<file path="src/rtl/tr_dist_pkg.sv">
package tr_dist_pkg;
  localparam int unsigned TD_VA_W        = 32;
  localparam int unsigned TD_PA_W        = 32;
  localparam int unsigned TD_MIN_PG_LOG2 = 12;
  localparam int unsigned TD_SLOTS       = 4;
  localparam int unsigned TD_MEMB        = 4;
  localparam int unsigned TD_PORTS       = 4;
  localparam int unsigned TD_LVL_W       = 2;
  localparam int unsigned TD_LOG2_W      = 5;

  function automatic int unsigned td_bits(input int unsigned n);
    return (n > 1) ? $clog2(n) : 1;
  endfunction
endpackage

</file>
<file path="src/rtl/tr_dist_table.sv">
module tr_dist_table #(
  parameter int unsigned VA_W   = 32,
  parameter int unsigned KEY_W  = 20,
  parameter int unsigned SLOTS  = 4,
  parameter int unsigned MEMB   = 4,
  parameter int unsigned PORT_W = 2,
  parameter int unsigned SLOT_W = 2,
  parameter int unsigned IDX_W  = 2,
  parameter int unsigned CNT_W  = 3
) (
  input  logic              clk_i,
  input  logic              rst_ni,
  input  logic              alloc_we_i,
  input  logic [SLOT_W-1:0] alloc_slot_i,
  input  logic [KEY_W-1:0]  alloc_vkey_i,
  input  logic [CNT_W-1:0]  alloc_cnt_i,
  input  logic              memb_we_i,
  input  logic [SLOT_W-1:0] memb_slot_i,
  input  logic [IDX_W-1:0]  memb_idx_i,
  input  logic [VA_W-1:0]   memb_vaddr_i,
  input  logic [PORT_W-1:0] memb_port_i,
  input  logic              memb_pf_i,
  input  logic              clr_i,
  input  logic [SLOT_W-1:0] clr_slot_i,
  input  logic [KEY_W-1:0]  look_vkey_i,
  output logic              look_hit_o,
  output logic [SLOT_W-1:0] look_slot_o,
  output logic [CNT_W-1:0]  look_cnt_o,
  input  logic [IDX_W-1:0]  rd_idx_i,
  output logic [VA_W-1:0]   rd_vaddr_o,
  output logic [PORT_W-1:0] rd_port_o,
  output logic              rd_pf_o,
  input  logic [KEY_W-1:0]  qry_vkey_i,
  output logic              qry_hit_o
);
  logic [SLOTS-1:0]  vld_q;
  logic [KEY_W-1:0]  key_q   [SLOTS];
  logic [CNT_W-1:0]  cnt_q   [SLOTS];
  logic [VA_W-1:0]   vaddr_q [SLOTS][MEMB];
  logic [PORT_W-1:0] port_q  [SLOTS][MEMB];
  logic              pf_q    [SLOTS][MEMB];
  logic [SLOTS-1:0]  look_match, qry_match;

  for (genvar s = 0; s < SLOTS; s++) begin : g_slot
    always_ff @(posedge clk_i or negedge rst_ni) begin
      if (!rst_ni) vld_q[s] <= 1'b0;
      else if (alloc_we_i && alloc_slot_i == SLOT_W'(s)) vld_q[s] <= 1'b1;
      else if (clr_i && clr_slot_i == SLOT_W'(s)) vld_q[s] <= 1'b0;
    end

    always_ff @(posedge clk_i) begin
      if (alloc_we_i && alloc_slot_i == SLOT_W'(s)) begin
        key_q[s] <= alloc_vkey_i;
        cnt_q[s] <= alloc_cnt_i;
      end
    end

    for (genvar m = 0; m < MEMB; m++) begin : g_memb
      always_ff @(posedge clk_i) begin
        if (memb_we_i && memb_slot_i == SLOT_W'(s) && memb_idx_i == IDX_W'(m)) begin
          vaddr_q[s][m] <= memb_vaddr_i;
          port_q[s][m]  <= memb_port_i;
          pf_q[s][m]    <= memb_pf_i;
        end
      end
    end

    assign look_match[s] = vld_q[s] && key_q[s] == look_vkey_i;
    assign qry_match[s]  = vld_q[s] && key_q[s] == qry_vkey_i;
  end

  // lowest matching slot wins
  always_comb begin
    look_hit_o  = 1'b0;
    look_slot_o = '0;
    for (int s = SLOTS - 1; s >= 0; s--) begin
      if (look_match[s]) begin
        look_hit_o  = 1'b1;
        look_slot_o = SLOT_W'(s);
      end
    end
  end

  assign look_cnt_o = cnt_q[look_slot_o];
  assign rd_vaddr_o = vaddr_q[look_slot_o][rd_idx_i];
  assign rd_port_o  = port_q[look_slot_o][rd_idx_i];
  assign rd_pf_o    = pf_q[look_slot_o][rd_idx_i];
  assign qry_hit_o  = |qry_match;


  clr_gone_chk: assert property (@(posedge clk_i) disable iff (!rst_ni)
    clr_i && !(alloc_we_i && alloc_slot_i == clr_slot_i) |=> !vld_q[$past(clr_slot_i)]);
endmodule

</file>
<file path="src/rtl/tr_dist_seq.sv">
module tr_dist_seq #(
  parameter int unsigned IDX_W = 2,
  parameter int unsigned CNT_W = 3
) (
  input  logic             clk_i,
  input  logic             rst_ni,
  input  logic             rsp_valid_i,
  input  logic             hit_i,
  input  logic [CNT_W-1:0] cnt_i,
  input  logic             out_ready_i,
  output logic [IDX_W-1:0] idx_o,
  output logic             out_valid_o,
  output logic             last_o,
  output logic             rsp_ready_o,
  output logic             clr_o,
  output logic             err_o
);
  logic [IDX_W-1:0] idx_q;
  logic             fire;

  assign idx_o       = idx_q;
  assign out_valid_o = rsp_valid_i && hit_i;
  assign last_o      = CNT_W'(idx_q) == cnt_i - CNT_W'(1);
  assign fire        = out_valid_o && out_ready_i;
  assign clr_o       = fire && last_o;
  assign err_o       = rsp_valid_i && !hit_i;
  assign rsp_ready_o = err_o || clr_o;

  always_ff @(posedge clk_i or negedge rst_ni) begin
    if (!rst_ni)   idx_q <= '0;
    else if (fire) idx_q <= last_o ? '0 : idx_q + IDX_W'(1);
  end


  idx_step_chk: assert property (@(posedge clk_i) disable iff (!rst_ni)
    out_valid_o && out_ready_i && !last_o |=> idx_q == IDX_W'($past(idx_q) + IDX_W'(1)));

  idx_rewind_chk: assert property (@(posedge clk_i) disable iff (!rst_ni)
    rsp_ready_o |=> idx_q == '0);
endmodule

</file>
<file path="src/rtl/tr_dist_compose.sv">
module tr_dist_compose #(
  parameter int unsigned VA_W   = 32,
  parameter int unsigned PA_W   = 32,
  parameter int unsigned LOG2_W = 5
) (
  input  logic [PA_W-1:0]   page_pa_i,
  input  logic [LOG2_W-1:0] page_log2_i,
  input  logic [VA_W-1:0]   vaddr_i,
  output logic [PA_W-1:0]   paddr_o
);
  logic [PA_W-1:0] mask, vext;

  assign mask    = (PA_W'(1) << page_log2_i) - PA_W'(1);
  assign vext    = PA_W'(vaddr_i);
  assign paddr_o = (page_pa_i & ~mask) | (vext & mask);
endmodule

</file>
<file path="src/rtl/tr_resp_distrib.sv">
module tr_resp_distrib
  import tr_dist_pkg::*;
#(
  parameter int unsigned VA_W        = TD_VA_W,
  parameter int unsigned PA_W        = TD_PA_W,
  parameter int unsigned MIN_PG_LOG2 = TD_MIN_PG_LOG2,
  parameter int unsigned SLOTS       = TD_SLOTS,
  parameter int unsigned MEMB        = TD_MEMB,
  parameter int unsigned PORTS       = TD_PORTS,
  parameter int unsigned LVL_W       = TD_LVL_W,
  parameter int unsigned LOG2_W      = TD_LOG2_W,
  localparam int unsigned KEY_W      = VA_W - MIN_PG_LOG2,
  localparam int unsigned SLOT_W     = td_bits(SLOTS),
  localparam int unsigned IDX_W      = td_bits(MEMB),
  localparam int unsigned CNT_W      = $clog2(MEMB + 1),
  localparam int unsigned PORT_W     = td_bits(PORTS)
) (
  input  logic              clk_i,
  input  logic              rst_ni,
  input  logic              alloc_we_i,
  input  logic [SLOT_W-1:0] alloc_slot_i,
  input  logic [KEY_W-1:0]  alloc_vkey_i,
  input  logic [CNT_W-1:0]  alloc_cnt_i,
  input  logic              memb_we_i,
  input  logic [SLOT_W-1:0] memb_slot_i,
  input  logic [IDX_W-1:0]  memb_idx_i,
  input  logic [VA_W-1:0]   memb_vaddr_i,
  input  logic [PORT_W-1:0] memb_port_i,
  input  logic              memb_pf_i,
  input  logic              rsp_valid_i,
  output logic              rsp_ready_o,
  input  logic [KEY_W-1:0]  rsp_vkey_i,
  input  logic [PA_W-1:0]   rsp_paddr_i,
  input  logic [LOG2_W-1:0] rsp_page_log2_i,
  input  logic              rsp_uncache_i,
  input  logic [LVL_W-1:0]  rsp_hit_lvl_i,
  output logic              out_valid_o,
  input  logic              out_ready_i,
  output logic [PA_W-1:0]   out_paddr_o,
  output logic [PORT_W-1:0] out_port_o,
  output logic              out_uncache_o,
  output logic [LVL_W-1:0]  out_hit_lvl_o,
  output logic              out_pop_o,
  output logic              out_last_o,
  output logic              clr_o,
  output logic [KEY_W-1:0]  clr_vkey_o,
  output logic              err_o,
  input  logic [KEY_W-1:0]  qry_vkey_i,
  output logic              qry_hit_o
);
  logic              hit;
  logic [SLOT_W-1:0] slot;
  logic [CNT_W-1:0]  cnt;
  logic [IDX_W-1:0]  idx;
  logic [VA_W-1:0]   m_vaddr;
  logic              m_pf;

  tr_dist_table #(
    .VA_W(VA_W), .KEY_W(KEY_W), .SLOTS(SLOTS), .MEMB(MEMB),
    .PORT_W(PORT_W), .SLOT_W(SLOT_W), .IDX_W(IDX_W), .CNT_W(CNT_W)
  ) u_table (
    .clk_i, .rst_ni,
    .alloc_we_i, .alloc_slot_i, .alloc_vkey_i, .alloc_cnt_i,
    .memb_we_i, .memb_slot_i, .memb_idx_i, .memb_vaddr_i, .memb_port_i, .memb_pf_i,
    .clr_i       (clr_o),
    .clr_slot_i  (slot),
    .look_vkey_i (rsp_vkey_i),
    .look_hit_o  (hit),
    .look_slot_o (slot),
    .look_cnt_o  (cnt),
    .rd_idx_i    (idx),
    .rd_vaddr_o  (m_vaddr),
    .rd_port_o   (out_port_o),
    .rd_pf_o     (m_pf),
    .qry_vkey_i, .qry_hit_o
  );

  tr_dist_seq #(.IDX_W(IDX_W), .CNT_W(CNT_W)) u_seq (
    .clk_i, .rst_ni, .rsp_valid_i,
    .hit_i       (hit),
    .cnt_i       (cnt),
    .out_ready_i,
    .idx_o       (idx),
    .out_valid_o,
    .last_o      (out_last_o),
    .rsp_ready_o,
    .clr_o,
    .err_o
  );

  tr_dist_compose #(.VA_W(VA_W), .PA_W(PA_W), .LOG2_W(LOG2_W)) u_compose (
    .page_pa_i   (rsp_paddr_i),
    .page_log2_i (rsp_page_log2_i),
    .vaddr_i     (m_vaddr),
    .paddr_o     (out_paddr_o)
  );

  assign out_uncache_o = rsp_uncache_i;
  assign out_hit_lvl_o = rsp_hit_lvl_i;
  assign out_pop_o     = !m_pf;
  assign clr_vkey_o    = rsp_vkey_i;


  stall_hold_chk: assert property (@(posedge clk_i) disable iff (!rst_ni)
    out_valid_o && !out_ready_i && $stable(rsp_vkey_i) && rsp_valid_i
      |=> out_valid_o && $stable(out_paddr_o) && $stable(out_port_o) && $stable(out_pop_o));

  miss_drop_chk: assert property (@(posedge clk_i) disable iff (!rst_ni)
    err_o |-> rsp_ready_o && !out_valid_o && !clr_o);

  page_base_chk: assert property (@(posedge clk_i) disable iff (!rst_ni)
    out_valid_o |-> ((out_paddr_o ^ rsp_paddr_i) >> rsp_page_log2_i) == '0);

  clr_live_chk: assert property (@(posedge clk_i) disable iff (!rst_ni)
    clr_o && qry_vkey_i == rsp_vkey_i |-> qry_hit_o);
endmodule

</file>
<file path="config.mk">
export PLATFORM = sky130hd
export DESIGN_NAME = tr_resp_distrib
export DESIGN_NICKNAME = d
export VERILOG_FILES = /design/src/rtl/tr_dist_pkg.sv /design/src/rtl/tr_dist_table.sv /design/src/rtl/tr_dist_seq.sv /design/src/rtl/tr_dist_compose.sv /design/src/rtl/tr_resp_distrib.sv
export SDC_FILE = /design/constraint.sdc
export NUM_CORES = 1
export LEC_CHECK = 0
export BUFFER_PORTS_ARGS = -buffer_cell sky130_fd_sc_hd__clkbuf_2
export CORE_MARGIN = 2
export CORE_UTILIZATION = 45
export CTS_BUF_LIST = sky130_fd_sc_hd__clkbuf_8
export CTS_CLUSTER_SIZE = 25
export DETAILED_ROUTE_END_ITERATION = 7
export PLACE_DENSITY_LB_ADDON = 0.12
export REMOVE_ABC_BUFFERS = 1
export SYNTH_ARGS = -nofsm -noshare
export SYNTH_HDL_FRONTEND = slang
export SYNTH_HIERARCHICAL = 1
export SYNTH_SLANG_ARGS = --single-unit
</file>
<file path="constraint.sdc">
create_clock -name clk_i -period 5.89 [get_ports clk_i]
set_clock_uncertainty 0.2 [all_clocks]
set_input_delay 1.178 -clock clk_i [delete_from_list [all_inputs] [get_ports clk_i]]
set_output_delay 1.178 -clock clk_i [all_outputs]
set_load 0.02 [all_outputs]
</file>
==> Word-level counts from Yosys, hierarchy flattened <==
Memory sizes are Yosys's and may differ from the RTL's.
Cells that the tools add are included.
Widths: inputs -> output; s select.
{ "word_totals": {"regBits": 6, "latch_bits": 0, "mem_bits_rw": 652, "rom_bits": 0, "output_inout_bits": 64, "word_cells": 219, "mem_count": 5} }
{ "mem_list": {"columns": ["memory", "depth", "width", "read_ports", "rd_clocked_by_memory_dff", "write_ports", "line_no", "rtl"], "rows": [
  ["u_table.vaddr_q", 4, 128, 1, 0, 1, "tr_dist_table.sv:39", "logic [VA_W-1:0] vaddr_q [SLOTS][MEMB];"],
  ["u_table.key_q", 4, 20, 4, 0, 1, "tr_dist_table.sv:37", "logic [KEY_W-1:0] key_q [SLOTS];"],
  ["u_table.port_q", 4, 8, 1, 0, 1, "tr_dist_table.sv:40", "logic [PORT_W-1:0] port_q [SLOTS][MEMB];"],
  ["u_table.pf_q", 4, 4, 1, 0, 1, "tr_dist_table.sv:41", "logic pf_q [SLOTS][MEMB];"],
  ["u_table.cnt_q", 4, 3, 1, 0, 1, "tr_dist_table.sv:38", "logic [CNT_W-1:0] cnt_q [SLOTS];"]
]} }
{ "op_classes": {"addsub": 3, "n_mul": 0, "n_div": 0, "magnitude_cmp": 1, "n_eq_ne": 21, "shifts": 1, "mux": 111, "bitwise": 5, "n_reduce_logical": 67} }
{ "op_table": {"columns": ["operator", "count"], "rows": [
  ["$mux 128", 3],
  ["$reduce_or 128->1", 3],
  ["$eq 20x20->1", 8],
  ["$and 32x32->32", 2],
  ["$bmux 32 s2", 1],
  ["$mux 32", 2],
  ["$mux 1", 60],
  ["$mux 20", 3],
  ["$reduce_or 20->1", 3],
  ["$mux 4", 12],
  ["$mux 2", 22],
  ["$logic_and 1x1->1", 40],
  ["$not 32->32", 1],
  ["$or 32x32->32", 1],
  ["$shl 1x5->32 const A", 1],
  ["$sub 32x2->32 const B", 1],
  ["$mux 8", 3],
  ["$reduce_or 8->1", 3],
  ["$eq 2x2->1 const B", 8],
  ["$reduce_or 4->1", 4],
  ["$mux 3", 3],
  ["$reduce_or 3->1", 3],
  ["$eq 2x1->1 const B", 4],
  ["$logic_not 2->1", 4],
  ["10 further kinds", 14]
]} }

==> Longest topological paths before layout <==
Gate-level depths: netlist (run 1).
An unclocked memory read counts as a cell.
{ "logic_depth": {"word_depth": 14, "ltp_mapped": 17, "ltp_nobuf": 15} }

==> Modules after synthesis <==
The synthesis (run 1) kept the hierarchy.
{ "by_module_without_submodules": {"columns": ["module", "n_inst", "cells_per_inst", "area_per_inst_um2", "seq_area_each_um2"], "rows": [
  ["tr_dist_table", 1, 2096, 29102.9, 19678.9],
  ["tr_dist_compose", 1, 122, 923.4, 0.0],
  ["tr_dist_seq", 1, 21, 200.2, 50.0],
  ["tr_resp_distrib", 1, 24, 176.4, 0.0]
]} }

==> Worst setup path before layout (run 1) <==
Ideal clock, no wire load.
{ "synth_timing": {"kind": "input to output", "startpoint": "in rsp_vkey_i[1]", "endpoint": "out clr_o", "arrival_time_ps": 4626, "setup_slack_ps": -114, "stages": 14, "cell_sequence": "clkbuf_1 xnor2_1 nand4_1 or4_1 clkbuf_1 nor2_1 clkbuf_1 a21oi_1 mux2i_1 inv_1 ha_1 xor2_1 nand3_2 nor2_1"} }
{ "synth_between": {"elab_chain_len": 10} }
{ "synth_rtl": {"columns": ["element", "line_no", "rtl"], "rows": [
  ["from (decl)", "tr_resp_distrib.sv:32", "input logic [KEY_W-1:0] rsp_vkey_i,"],
  ["$eq 20x20->1", "tr_dist_table.sv:68", "assign look_match[s] = vld_q[s] && key_q[s] == look_vkey_i;"],
  ["$logic_and 1x1->1", "tr_dist_table.sv:68", null],
  ["$mux 2 (3 in series)", "tr_dist_table.sv:77", "if (look_match[s]) begin"],
  ["$mux 2 *", "tr_dist_table.sv:77", null],
  ["$mem_v2 4x3 *", null, null],
  ["named net cnt[0]", "tr_resp_distrib.sv:53", "logic [CNT_W-1:0] cnt;"],
  ["$sub 3x1->3 *", "tr_dist_seq.sv:23", "assign last_o = CNT_W'(idx_q) == cnt_i - CNT_W'(1);"],
  ["$eq 2x3->1 *", "tr_dist_seq.sv:23", null],
  ["$logic_and 1x1->1 *", "tr_dist_seq.sv:25", "assign clr_o = fire && last_o;"],
  ["to (decl)", "tr_resp_distrib.sv:45", "output logic clr_o,"]
]} }
Mark *: on every way through the listed nets, which the timed path passes. The rest lies on a longest branch.

==> Worst setup path after layout (run 1) <==
{ "layout_timing": {"startpoint": "in rsp_vkey_i[7]", "endpoint": "out out_paddr_o[5]"} }
{ "layout_between": {"elab_chain_len": 12} }
{ "layout_rtl": {"columns": ["element", "line_no", "rtl"], "rows": [
  ["$eq 20x20->1", "tr_dist_table.sv:68", null],
  ["$logic_and 1x1->1", "tr_dist_table.sv:68", null],
  ["$mux 2 (3 in series)", "tr_dist_table.sv:77", null],
  ["$mux 2 *", "tr_dist_table.sv:77", null],
  ["$mem_v2 4x128 *", null, null],
  ["$bmux 32 s2 *", "tr_dist_table.sv:85", "assign rd_vaddr_o = vaddr_q[look_slot_o][rd_idx_i];"],
  ["$mux 32 (not written as such) * (2 in series)", "tr_dist_table.sv:85", null],
  ["named net m_vaddr[5]", "tr_resp_distrib.sv:55", "logic [VA_W-1:0] m_vaddr;"],
  ["$and 32x32->32 *", "tr_dist_compose.sv:15", "assign paddr_o = (page_pa_i & ~mask) | (vext & mask);"],
  ["$or 32x32->32 *", "tr_dist_compose.sv:15", null],
  ["to (decl)", "tr_resp_distrib.sv:39", "output logic [PA_W-1:0] out_paddr_o,"]
]} }
Mark *: on every way through the listed nets, which the timed path passes. The rest lies on a longest branch. The select of a mux whose other input is x is not followed.

==> metrics.log, run 1 <==
INFO  metric i_o_buffers = 204
INFO  metric crit_path_buf_inv_count = 7
INFO  metric routed-via-count = 21600
INFO  metric yosysWarnings = 6
INFO  metric vdd_ir_drop_max = around 180 uV
INFO  metric max_freq = 0.170 GHz
INFO  metric share_of_post_route_cells_with_drive_strength_above_1 = 24.2%
INFO  metric slowest_stage_delay_cp = 570 ps
INFO  metric drcViolationCount = 0
INFO  metric post_drt_via_cell_ratio = between 6 and 7
INFO  metric leakage = 11.0 nW
INFO  metric detail_route.first_pass.iterations = 5
INFO  metric hold_class = input port to async pin
INFO  metric number_of_cell_rows = 94
INFO  metric finish.net_count = 2611
INFO  metric critPathLaunchType = input port
INFO  metric maxCapViolations = 0
INFO  metric worst_slew_pin_slew = 1340 ps
INFO  metric grtUsageTotal = a little under 30%
INFO  metric initial_core_util = 45.3%
INFO  metric die_w = between 200 and 300 um
INFO  metric cpMaxStageDelayCell = or4_4
INFO  metric die_h = 261 um
INFO  metric placed_cells = about 3200
INFO  metric cell_count_after_synthesis = 2221
INFO  metric clk_latency = 730 ps
INFO  metric cts.htree.levels = 3
INFO  metric finalInstanceArea = 34700 um2
INFO  metric ctsRootBufferMaster = clkbuf_8
INFO  metric hold_ws = 70.8 ps
INFO  metric finalCritPeriodShare = 99.7%
INFO  metric hold_violation_count_in_the_final_report = 0
INFO  metric via_count_of_the_first_global_routing_pass = between 20000 and 25000
INFO  metric finalSetupViolations = 0
INFO  metric critPathArrivalTime = 4500 ps
INFO  metric setup.worst_path.start = rsp_vkey_i[7]
INFO  metric p_per_area = between 200 and 300 nW/um2
INFO  metric gp_congestion = 0.934
INFO  metric timing.critical_path.required = 4510 ps
INFO  metric core = 65600 um2
INFO  metric crit-reg2reg-launch = u_table/key_q[1][11]
INFO  metric comb_power_share = 6.4%
INFO  metric path_clk_slew = ~60 ps
INFO  metric nFillCells = 5628
INFO  metric critPathTopFamily = simple AND/OR/NAND/NOR gates
INFO  metric synthesis.area = approximately 30000 um2
INFO  metric ctsLongestPathBuffers = 3
INFO  metric drt_first_iter_violations = 2268
INFO  metric cts.sink_count = between 600 and 700
INFO  metric global_route.overflow_total = 0
INFO  metric sort_of_element_at_the_end_of_the_critical_path = output port
INFO  metric critical_path_class = input port to output port
INFO  metric clock_tree_from_tritoncts = built
INFO  metric run_status = completed
INFO  metric die_area = 68200 um2
INFO  metric power_report.internal_total = around 0.0071 W
INFO  metric placed_cell_area = 32500 um2
INFO  metric clkPwrFrac = between 30% and 40%
INFO  metric power_switching_share = 24.3%
INFO  metric initial_antenna_violation_count = 5
INFO  metric multi_input_comb_area = 9330 um2
INFO  metric layout_min_cycle_time = 5870 ps
INFO  metric setup_total_negative_slack = 0 ps
INFO  metric largest_fanout_on_the_critical_path = 20
INFO  metric wl_per_cell = 29.1 um
INFO  metric power_frac_seq = 55.4%
INFO  metric grt_pass1_wl = 144000 um
INFO  metric switching_power = 0.00227 W
INFO  metric finished_layout_cells = around 3400
INFO  metric final_core_util = a little over half
INFO  metric maxSlewViolCount = 0
INFO  metric regArea = between 15000 and 20000 um2
INFO  metric critical_path.cell_chain = clkbuf_2 -> xor2_1 -> buf_4 -> or4_4 -> or4_4 -> o22a_4 -> a21boi_4 -> buf_12 -> buf_12 -> clkbuf_16 -> o211ai_1 -> a32oi_1 -> buf_4 -> mux2_2 -> clkbuf_2
INFO  metric syn2layout_area_growth = 16.6%
INFO  metric maximum_number_of_pins_on_one_net_before_global_route_repair = 103
INFO  metric pin_count = 214
INFO  metric average_instance_area_after_synthesis = about 13 um2
INFO  metric cts-buffers-inserted = 107
INFO  metric hpwlAfterDp = around 60000 um
INFO  metric timing.slew.headroom = 10.5%
INFO  metric postRouteAntennaNets = 0
INFO  metric finalWirelength = 99400 um
==> placed cells by master, fill, tap and decap left out, types with 56 or more instances in the layout <==
cell type and count:
xnor2_1 94, buf_4 128, edfxtp_1 636, a21oi_1 142
nor3_1 178, a2111oi_0 136, o211ai_1 170, xor2_1 56
inv_1 145, clkbuf_8 107, clkbuf_2 204
==> timing repair <==
action / CTS / global route
gates cloned: 0 / 2
hold buffers: 0 / 0
setup buffers: 0 / 4
gates resized for setup: 2 / 24
endpoints found under the hold margin: 0 / 0
setup endpoints to repair: 3 / 22
pin swaps: 0 / 6
==> per-layer routing <==
metal	vias to the layer above	GRT usage (%)	routed length, um
met5	-	0	25
met4	4	8.78	2350
met3	177	6.47	8620
met2	1127	45.3	46200
met1	10900	40.1	42200
li1	9411	-	-
==> worst paths after layout <==
| check | to | slack (ps) | depth (start not counted) |
|---|---|---|---|
| setup reg to reg | u_table/vld_q[1] | 1760 | 15 |
| min in group clk_i | u_table/vld_q[3] | 440 | 1 |
| setup / recovery | out_paddr_o[5] | 20 | 15 |
| hold / removal | u_seq/idx_o[0] | 70 | 1 |
| max in group asynchronous | u_seq/idx_o[1] | 5230 | 1 |
| hold reg to reg | u_table/vld_q[3] | 440 | 1 |
==> power by group through the flow <==
stage               Clock (W)  Sequential, W  Combinational (W)
CTS                   0.00364        0.00518           0.000584
floorplan                   0        0.00527           0.000232
detailed placement          0        0.00528           0.000582
global placement            0        0.00527           0.000574
global route          0.00383        0.00519           0.000629
finish                0.00357        0.00519           0.000594
==> final cells by class <==
class                      count  area share (%)
antenna                        4          0.0289
clock buffer                 107            4.25
clock inverter                89            1.20
inverter                     110            1.19
multi-input combinational   1229            26.9
sequential                   642            55.5
tap                          864            3.12
timing repair buffer         369            7.84
==> per-stage QoR <==
| step | setup slack, ps | total power (W) |
|---|---|---|
| global placement | -16.7 | 0.00585 |
| CTS | 10.7 | 0.00941 |
| global route | -8.97 | 0.00966 |
| detailed placement | -45.3 | 0.00586 |
| floorplan | -2040 | 0.00550 |
| finish | 16.8 | 0.00935 |
==> sequential cells by signal, indices dropped and copies added (netlist names) <==
| signal | count |
|---|---|
| u_table/pf_q | 16 |
| u_table/key_q | 80 |
| u_seq/idx_o | 2 |
| u_table/port_q | 32 |
| u_table/vld_q | 4 |
| u_table/cnt_q | 12 |
| u_table/vaddr_q | 496 |
Power figures use the tool's default switching activity.
==> run 2, diff against run 1 <==
--- a/config.mk
+++ b/config.mk
@@ -13,6 +13,7 @@
 export DETAILED_ROUTE_END_ITERATION = 7
 export PLACE_DENSITY_LB_ADDON = 0.12
 export REMOVE_ABC_BUFFERS = 1
+export SETUP_SLACK_MARGIN = 0.2
 export SYNTH_ARGS = -nofsm -noshare
 export SYNTH_HDL_FRONTEND = slang
 export SYNTH_HIERARCHICAL = 1
==> metrics.log, run 2 (synthesis gave the netlist of run 1 again) <==
INFO  metric clk_latency = 730 ps
INFO  metric largest_fanout_on_the_critical_path = 5
INFO  metric pin_count = 214
INFO  metric wl_per_cell = 29.6 um
INFO  metric power_switching_share = 24.3%
INFO  metric placed_cells = 3208
INFO  metric placed_cell_area = 32500 um2
INFO  metric global_route.overflow_total = 0
INFO  metric ctsRootBufferMaster = clkbuf_8
INFO  metric maximum_number_of_pins_on_one_net_before_global_route_repair = roughly 100
INFO  metric final_core_util = 53.8%
INFO  metric max_freq = about 0.18 GHz
INFO  metric die_w = 261 um
INFO  metric maxCapViolations = 0
INFO  metric setup_total_negative_slack = 0 ps
INFO  metric drt_first_iter_violations = 2297
INFO  metric finalSetupViolations = 0
INFO  metric die_area = around 68000 um2
INFO  metric die_h = between 200 and 300 um
INFO  metric initial_core_util = 45.3%
INFO  metric power_frac_seq = 55.3%
INFO  metric power_report.internal_total = 0.00710 W
INFO  metric cts-buffers-inserted = about 110
INFO  metric grt_pass1_wl = 146000 um
INFO  metric critPathTopFamily = buffers and inverters
INFO  metric leakage = 11.3 nW
INFO  metric finish.net_count = 2629
INFO  metric switching_power = 0.00228 W
INFO  metric crit-reg2reg-launch = u_table/key_q[2][7]
INFO  metric gp_congestion = 0.934
INFO  metric i_o_buffers = 204
INFO  metric routed-via-count = 21900
INFO  metric run_status = completed
INFO  metric path_clk_slew = 60 ps
INFO  metric finalWirelength = slightly above 100000 um
INFO  metric grtUsageTotal = 29.2%
INFO  metric rr_endpoint = u_table/vld_q[1]
INFO  metric largest_register_ff_count = 496
INFO  metric hpwlAfterDp = 58500 um
INFO  metric timing.reg2reg.worst_path_depth = 15
INFO  metric core = 65600 um2
INFO  metric critical_path_class = input port to output port
INFO  metric most-common-layout-cells = 636 x edfxtp_1, 191 x clkbuf_2, 177 x nor3_1
INFO  metric finished_layout_cells = 3431
INFO  metric nFillCells = 5581
INFO  metric hold_violation_count_in_the_final_report = 0
INFO  metric grt_setup_unrepaired = yes
INFO  metric critPathArrivalTime = about 4300 ps
INFO  metric slowest_stage_delay_cp = 510 ps
INFO  metric via_count_of_the_first_global_routing_pass = roughly 22000
INFO  metric vdd_ir_drop_max = 183 uV
INFO  metric reg2reg_setup_slack = 1830 ps
INFO  metric finalInstanceArea = 35300 um2
INFO  metric postRouteAntennaNets = 0
INFO  metric cts.sink_count = approximately 640
INFO  metric ctsLongestPathBuffers = 3
INFO  metric finalCritPeriodShare = 96.3%
INFO  metric critical_path.cell_chain = buf_6 -> xor2_2 -> buf_4 -> or4_4 -> or4_4 -> o22a_4 -> a21boi_4 -> buf_8 -> buf_8 -> clkbuf_16 -> o211ai_1 -> a32oi_1 -> buf_4 -> mux2_2 -> buf_2
INFO  metric cpMaxStageDelayCell = or4_4
INFO  metric post_cts_hold_buffer_count = 0
INFO  metric regs_by_ff_count = u_table/vaddr_q: 496 flops, u_table/key_q: 80 flops, u_table/port_q: 32 flops
INFO  metric p_per_area = around 270 nW/um2
INFO  metric layout_commonest_cell = edfxtp_1
INFO  metric initial_antenna_violation_count = 5
INFO  metric timing.slew.headroom = 12.5%
INFO  metric maxSlewViolCount = 0
INFO  metric layout_min_cycle_time = approximately 5700 ps
INFO  metric comb_power_share = 6.6%
INFO  metric crit_path_buf_inv_count = 7
INFO  metric cts.htree.levels = 3
INFO  metric detail_route.first_pass.iterations = 5
INFO  metric syn2layout_area_growth = 18.6%
INFO  metric largest_register = u_table/vaddr_q
INFO  metric critPathLaunchType = input port
INFO  metric clkPwrFrac = a little under two fifths
INFO  metric worst_slew_pin_slew = 1310 ps
INFO  metric clock_tree_from_tritoncts = built
INFO  metric sort_of_element_at_the_end_of_the_critical_path = output port
INFO  metric timing.critical_path.required = 4510 ps
INFO  metric hold_class = input port to async pin
INFO  metric post_drt_via_cell_ratio = 6.39
INFO  metric drcViolationCount = 0
INFO  metric number_of_cell_rows = 94
INFO  metric share_of_post_route_cells_with_drive_strength_above_1 = 25.5%
==> run 2: worst max-delay path by stage <==
| stage | from | slack (ps) | depth (start not counted) | to |
|---|---|---|---|---|
| detailed placement | rsp_vkey_i[3] | -50 | 14 | clr_o |
| floorplan | rsp_vkey_i[2] | -2040 | 8 | out_paddr_o[30] |
| CTS | rsp_vkey_i[7] | 170 | 14 | out_paddr_o[8] |
| finish | rsp_vkey_i[7] | 220 | 15 | out_paddr_o[5] |
| global route | u_table/key_q[2][9] | 120 | 15 | rsp_ready_o |
| global placement | rsp_vkey_i[3] | -20 | 14 | clr_o |
==> run 2: area by class of cell <==
class	instances	area, um2	area share (%)
Clock buffer	107	1470	4.17
Inverter	110	413	1.17
Multi-Input combinational cell	1229	9540	27.0
Tap cell	864	1080	3.06
Clock inverter	89	415	1.18
Sequential cell	642	19300	54.6
Antenna cell	3	7.51	0.0213
Timing Repair Buffer	387	3110	8.81
==> run 2: repair_timing <==
action,in CTS,in global routing
endpoints found under the setup margin,35,36
gates cloned,4,5
pin swaps,15,27
resized for setup,42,65
buffers inserted,7,8
==> run 2: power groups by stage <==
stage | clock network (W) | registers [W] | logic (W)
final | 0.00358 | 0.00519 | 0.000615
after global routing | 0.00384 | 0.00519 | 0.000651
after CTS | 0.00364 | 0.00519 | 0.000593
after detailed placement | 0 | 0.00528 | 0.000582
after global placement | 0 | 0.00527 | 0.000574
after floorplan | 0 | 0.00527 | 0.000232
==> run 2: stage by stage <==
stage	total power (W)	hold WS, ps	worst slack [ps]
after floorplan	0.00550	293	-2040
final	0.00938	71.2	218
after global placement	0.00585	421	-16.7
after global routing	0.00968	27.0	125
after CTS	0.00942	18.5	172
after detailed placement	0.00586	451	-45.3
==> run 2: routing by layer <==
| layer | vias to the layer above | routed length [um] | GRT usage (%) |
|---|---|---|---|
| met2 | 1202 | 47100 | 45.7 |
| li1 | 9446 | - | - |
| met5 | - | 35 | 0 |
| met3 | 183 | 9620 | 6.87 |
| met4 | 6 | 2580 | 9.34 |
| met1 | 11100 | 42100 | 40.6 |
==> run 2: worst register-to-register path, stage by stage (launching register included) <==
cell and delay, ps:
edfxtp_1 460, xor2_2 220, or4b_4 540, or4_4 550
o211ai_1 300, a21oi_4 140, mux2i_1 210, inv_1 100
ha_4 280, xor2_2 170, nand3_2 160, nor2_4 150
buf_4 150, nand2b_1 60, o21ai_0 180, o21ai_0 110
==> run 3, diff against run 2 <==
==> constraint.sdc (replaced) <==
create_clock -name clk_i -period 6.55 [get_ports clk_i]
set_clock_uncertainty 0.2 [all_clocks]
set_input_delay 1.31 -clock clk_i [delete_from_list [all_inputs] [get_ports clk_i]]
set_output_delay 1.31 -clock clk_i [all_outputs]
set_load 0.02 [all_outputs]
==> metrics.log, run 3 (synthesis gave the netlist of run 1 again) <==
INFO  metric run_status = completed
INFO  metric crit_path_buf_inv_count = 3
INFO  metric number_of_cell_rows = 94
INFO  metric finalWirelength = 99500 um
INFO  metric maximum_number_of_pins_on_one_net_before_global_route_repair = 103
INFO  metric grtUsageTotal = slightly below 30%
INFO  metric clkPwrFrac = between 30% and 40%
INFO  metric placed_cells = approximately 3100
INFO  metric postRouteAntennaNets = 0
INFO  metric initial_antenna_violation_count = 5
INFO  metric finished_layout_cells = 3339
INFO  metric pin_count = 214
INFO  metric comb_power_share = 5.9%
INFO  metric i_o_buffers = 204
INFO  metric worst_slew_pin_slew = 1110 ps
INFO  metric clock_tree_from_tritoncts = built
INFO  metric wl_met3 = 9040 um
INFO  metric hold_class = input port to async pin
INFO  metric placed_cell_area = 31800 um2
INFO  metric cts.htree.levels = 3
INFO  metric timing.slew.headroom = 26.3%
INFO  metric finalCritPeriodShare = between 90 and 100%
INFO  metric final_core_util = 51.7%
INFO  metric maxSlewViolCount = 0
INFO  metric initial_core_util = 45.3%
INFO  metric critPathLaunchType = input port
INFO  metric crit-reg2reg-launch = u_table/key_q[1][11]
INFO  metric ctsRootBufferMaster = clkbuf_8
INFO  metric regArea = 19300 um2
INFO  metric core = 65600 um2
INFO  metric via_count_of_the_first_global_routing_pass = 21600
INFO  metric layout_min_cycle_time = 6330 ps
INFO  metric routed-via-count = between 20000 and 25000
INFO  metric post_drt_via_cell_ratio = about 6.5
INFO  metric most-common-layout-cells = 636 x edfxtp_1, 204 x clkbuf_2, 178 x nor3_1
INFO  metric timing.final.ws_setup = ~220 ps
INFO  metric max_freq = 0.158 GHz
INFO  metric sort_of_element_at_the_end_of_the_critical_path = output port
INFO  metric rr_endpoint = u_table/vld_q[1]
INFO  metric largest_register_ff_count = 496
INFO  metric met2_wirelength = 45400 um
INFO  metric cts-buffers-inserted = about 110
INFO  metric grt_pass1_wl = 144000 um
INFO  metric grt_setup_unrepaired = yes
INFO  metric cts.sink_count = 642
INFO  metric vdd_ir_drop_max = 212 uV
INFO  metric reg2reg_setup_slack = roughly 2200 ps
INFO  metric hpwlAfterDp = 55800 um
INFO  metric multi_input_comb_area = about 9200 um2
INFO  metric timing.critical_path.depth = 11
INFO  metric dp_worst_setup_slack = 239 ps
INFO  metric critPathTopFamily = compound AO/OA/AOI/OAI gates
INFO  metric die_area = ~70000 um2
INFO  metric power_frac_seq = between 50% and 60%
INFO  metric hold_violation_count_in_the_final_report = 0
INFO  metric switching_power = 0.00203 W
INFO  metric ctsLongestPathBuffers = 3
INFO  metric wire_length_on_met1 = 42400 um
INFO  metric cpMaxStageDelayCell = a211oi_4
INFO  metric timing.critical_path.required = slightly above 5000 ps
INFO  metric detail_route.first_pass.iterations = 5
INFO  metric cp-endpoint = out_paddr_o[21]
INFO  metric nFillCells = between 5000 and 6000
INFO  metric share_of_post_route_cells_with_drive_strength_above_1 = 22.0%
INFO  metric die_w = ~260 um
INFO  metric regs_by_ff_count = u_table/vaddr_q: 496 flops, u_table/key_q: 80 flops, u_table/port_q: 32 flops
INFO  metric drcViolationCount = 0
INFO  metric top_signal_layer_used = met5
INFO  metric leakage = 10.6 nW
INFO  metric critical_path.cell_chain = clkbuf_2 -> xor2_1 -> nor4_1 -> nand4_1 -> a211oi_4 -> buf_4 -> a21oi_1 -> o211ai_1 -> a32oi_1 -> mux2_2 -> clkbuf_2
INFO  metric drt_first_iter_violations = 2289
INFO  metric p_per_area = 254 nW/um2
INFO  metric timing.reg2reg.worst_path_depth = 18
INFO  metric power_report.internal_total = 0.00658 W
INFO  metric largest_fanout_on_the_critical_path = 29
INFO  metric worst_path_most_repeated_cell = clkbuf_2
INFO  metric path_clk_slew = 60 ps
INFO  metric setup.worst_path.start = rsp_vkey_i[6]
INFO  metric finalInstanceArea = approximately 34000 um2
INFO  metric wl_per_cell = about 30 um
INFO  metric die_h = 261 um
INFO  metric power_switching_share = a little under a quarter
INFO  metric critPathArrivalTime = 4820 ps
INFO  metric layout_commonest_cell = edfxtp_1
INFO  metric finalSetupViolations = 0
INFO  metric maxCapViolations = 0
INFO  metric slowest_stage_delay_cp = 840 ps
INFO  metric critical_path_class = input port to output port
INFO  metric clk_latency = approximately 730 ps
INFO  metric syn2layout_area_growth = 14.1%
INFO  metric global_route.overflow_total = 0
INFO  metric gp_congestion = approximately 0.87
INFO  metric finish.net_count = 2540
INFO  metric largest_register = u_table/vaddr_q
[run 3: cell types whose count changed in the layout (fill, tap and decap cells not counted), sizes merged]
cell / previous run / this run
buf: 188 / 94
clkbuf: 306 / 315
clkinv: 46 / 39
bufinv: 1 / 6
inv: 151 / 147
clkinvlp: 1 / 0
[run 3: per-layer routing]
layer	vias to the layer above	track usage, %
met2	1127	44.5
met5	-	0
met4	8	9.66
met3	175	6.13
li1	9263	-
met1	11000	41.0
[run 3: area by class of cell]
cell class | instances | area share (%)
Clock inverter | 82 | 1.48
Sequential cell | 642 | 56.7
Antenna cell | 3 | 0.0221
Inverter | 110 | 1.22
Tap cell | 864 | 3.19
Multi-Input combinational cell | 1229 | 27.2
Timing Repair Buffer | 298 | 5.64
Clock buffer | 111 | 4.50
[run 3: per-stage QoR]
stage          hold slack [ps]  TNS, ps  power (W)
3_5_place_dp               441        0    0.00525
5_1_grt                    192        0    0.00886
6_report                   202        0    0.00861
2_1_floorplan              293   -55180    0.00495
3_3_place_gp               429        0    0.00524
4_1_cts                    158        0    0.00866
[run 3: timing repair]
action | 4_1_cts | 5_1_grt
hold buffers | 0 | 0
buffers inserted | 0 | 1
resized for setup | 0 | 8
endpoints found under the setup margin | 0 | 9
[run 3: power by group through the flow]
stage | registers [W] | clock network (W) | logic, W
after floorplan | 0.00474 | 0 | 0.000209
after global placement | 0.00474 | 0 | 0.000497
after detailed placement | 0.00475 | 0 | 0.000502
after CTS | 0.00466 | 0.00349 | 0.000505
after global routing | 0.00467 | 0.00365 | 0.000540
final | 0.00466 | 0.00344 | 0.000509
[run 3: worst register-to-register path, delay by kind of cell, from the launching register on]
kind	cells	cell delay, ps
muxes	2	320
adders and majority gates	1	300
xor gates and xnor gates	2	490
and+or+nand+nor	7	1400
buffers and inverters	4	740
AOI/OAI and AO/OA	2	290
DFF	1	450
[run 3: how the worst min path moves through the flow]
stage                           from               end  slack [ps]  depth (start not counted)
floorplan           u_table/vld_q[3]  u_table/vld_q[3]         290                          1
detailed placement  u_table/vld_q[3]  u_table/vld_q[3]         440                          1
global placement      u_seq/idx_o[0]    u_seq/idx_o[0]         430                          1
finish                        rst_ni  u_table/vld_q[1]         200                          1
global route                  rst_ni    u_seq/idx_o[0]         190                          1
CTS                           rst_ni    u_seq/idx_o[0]         160                          1
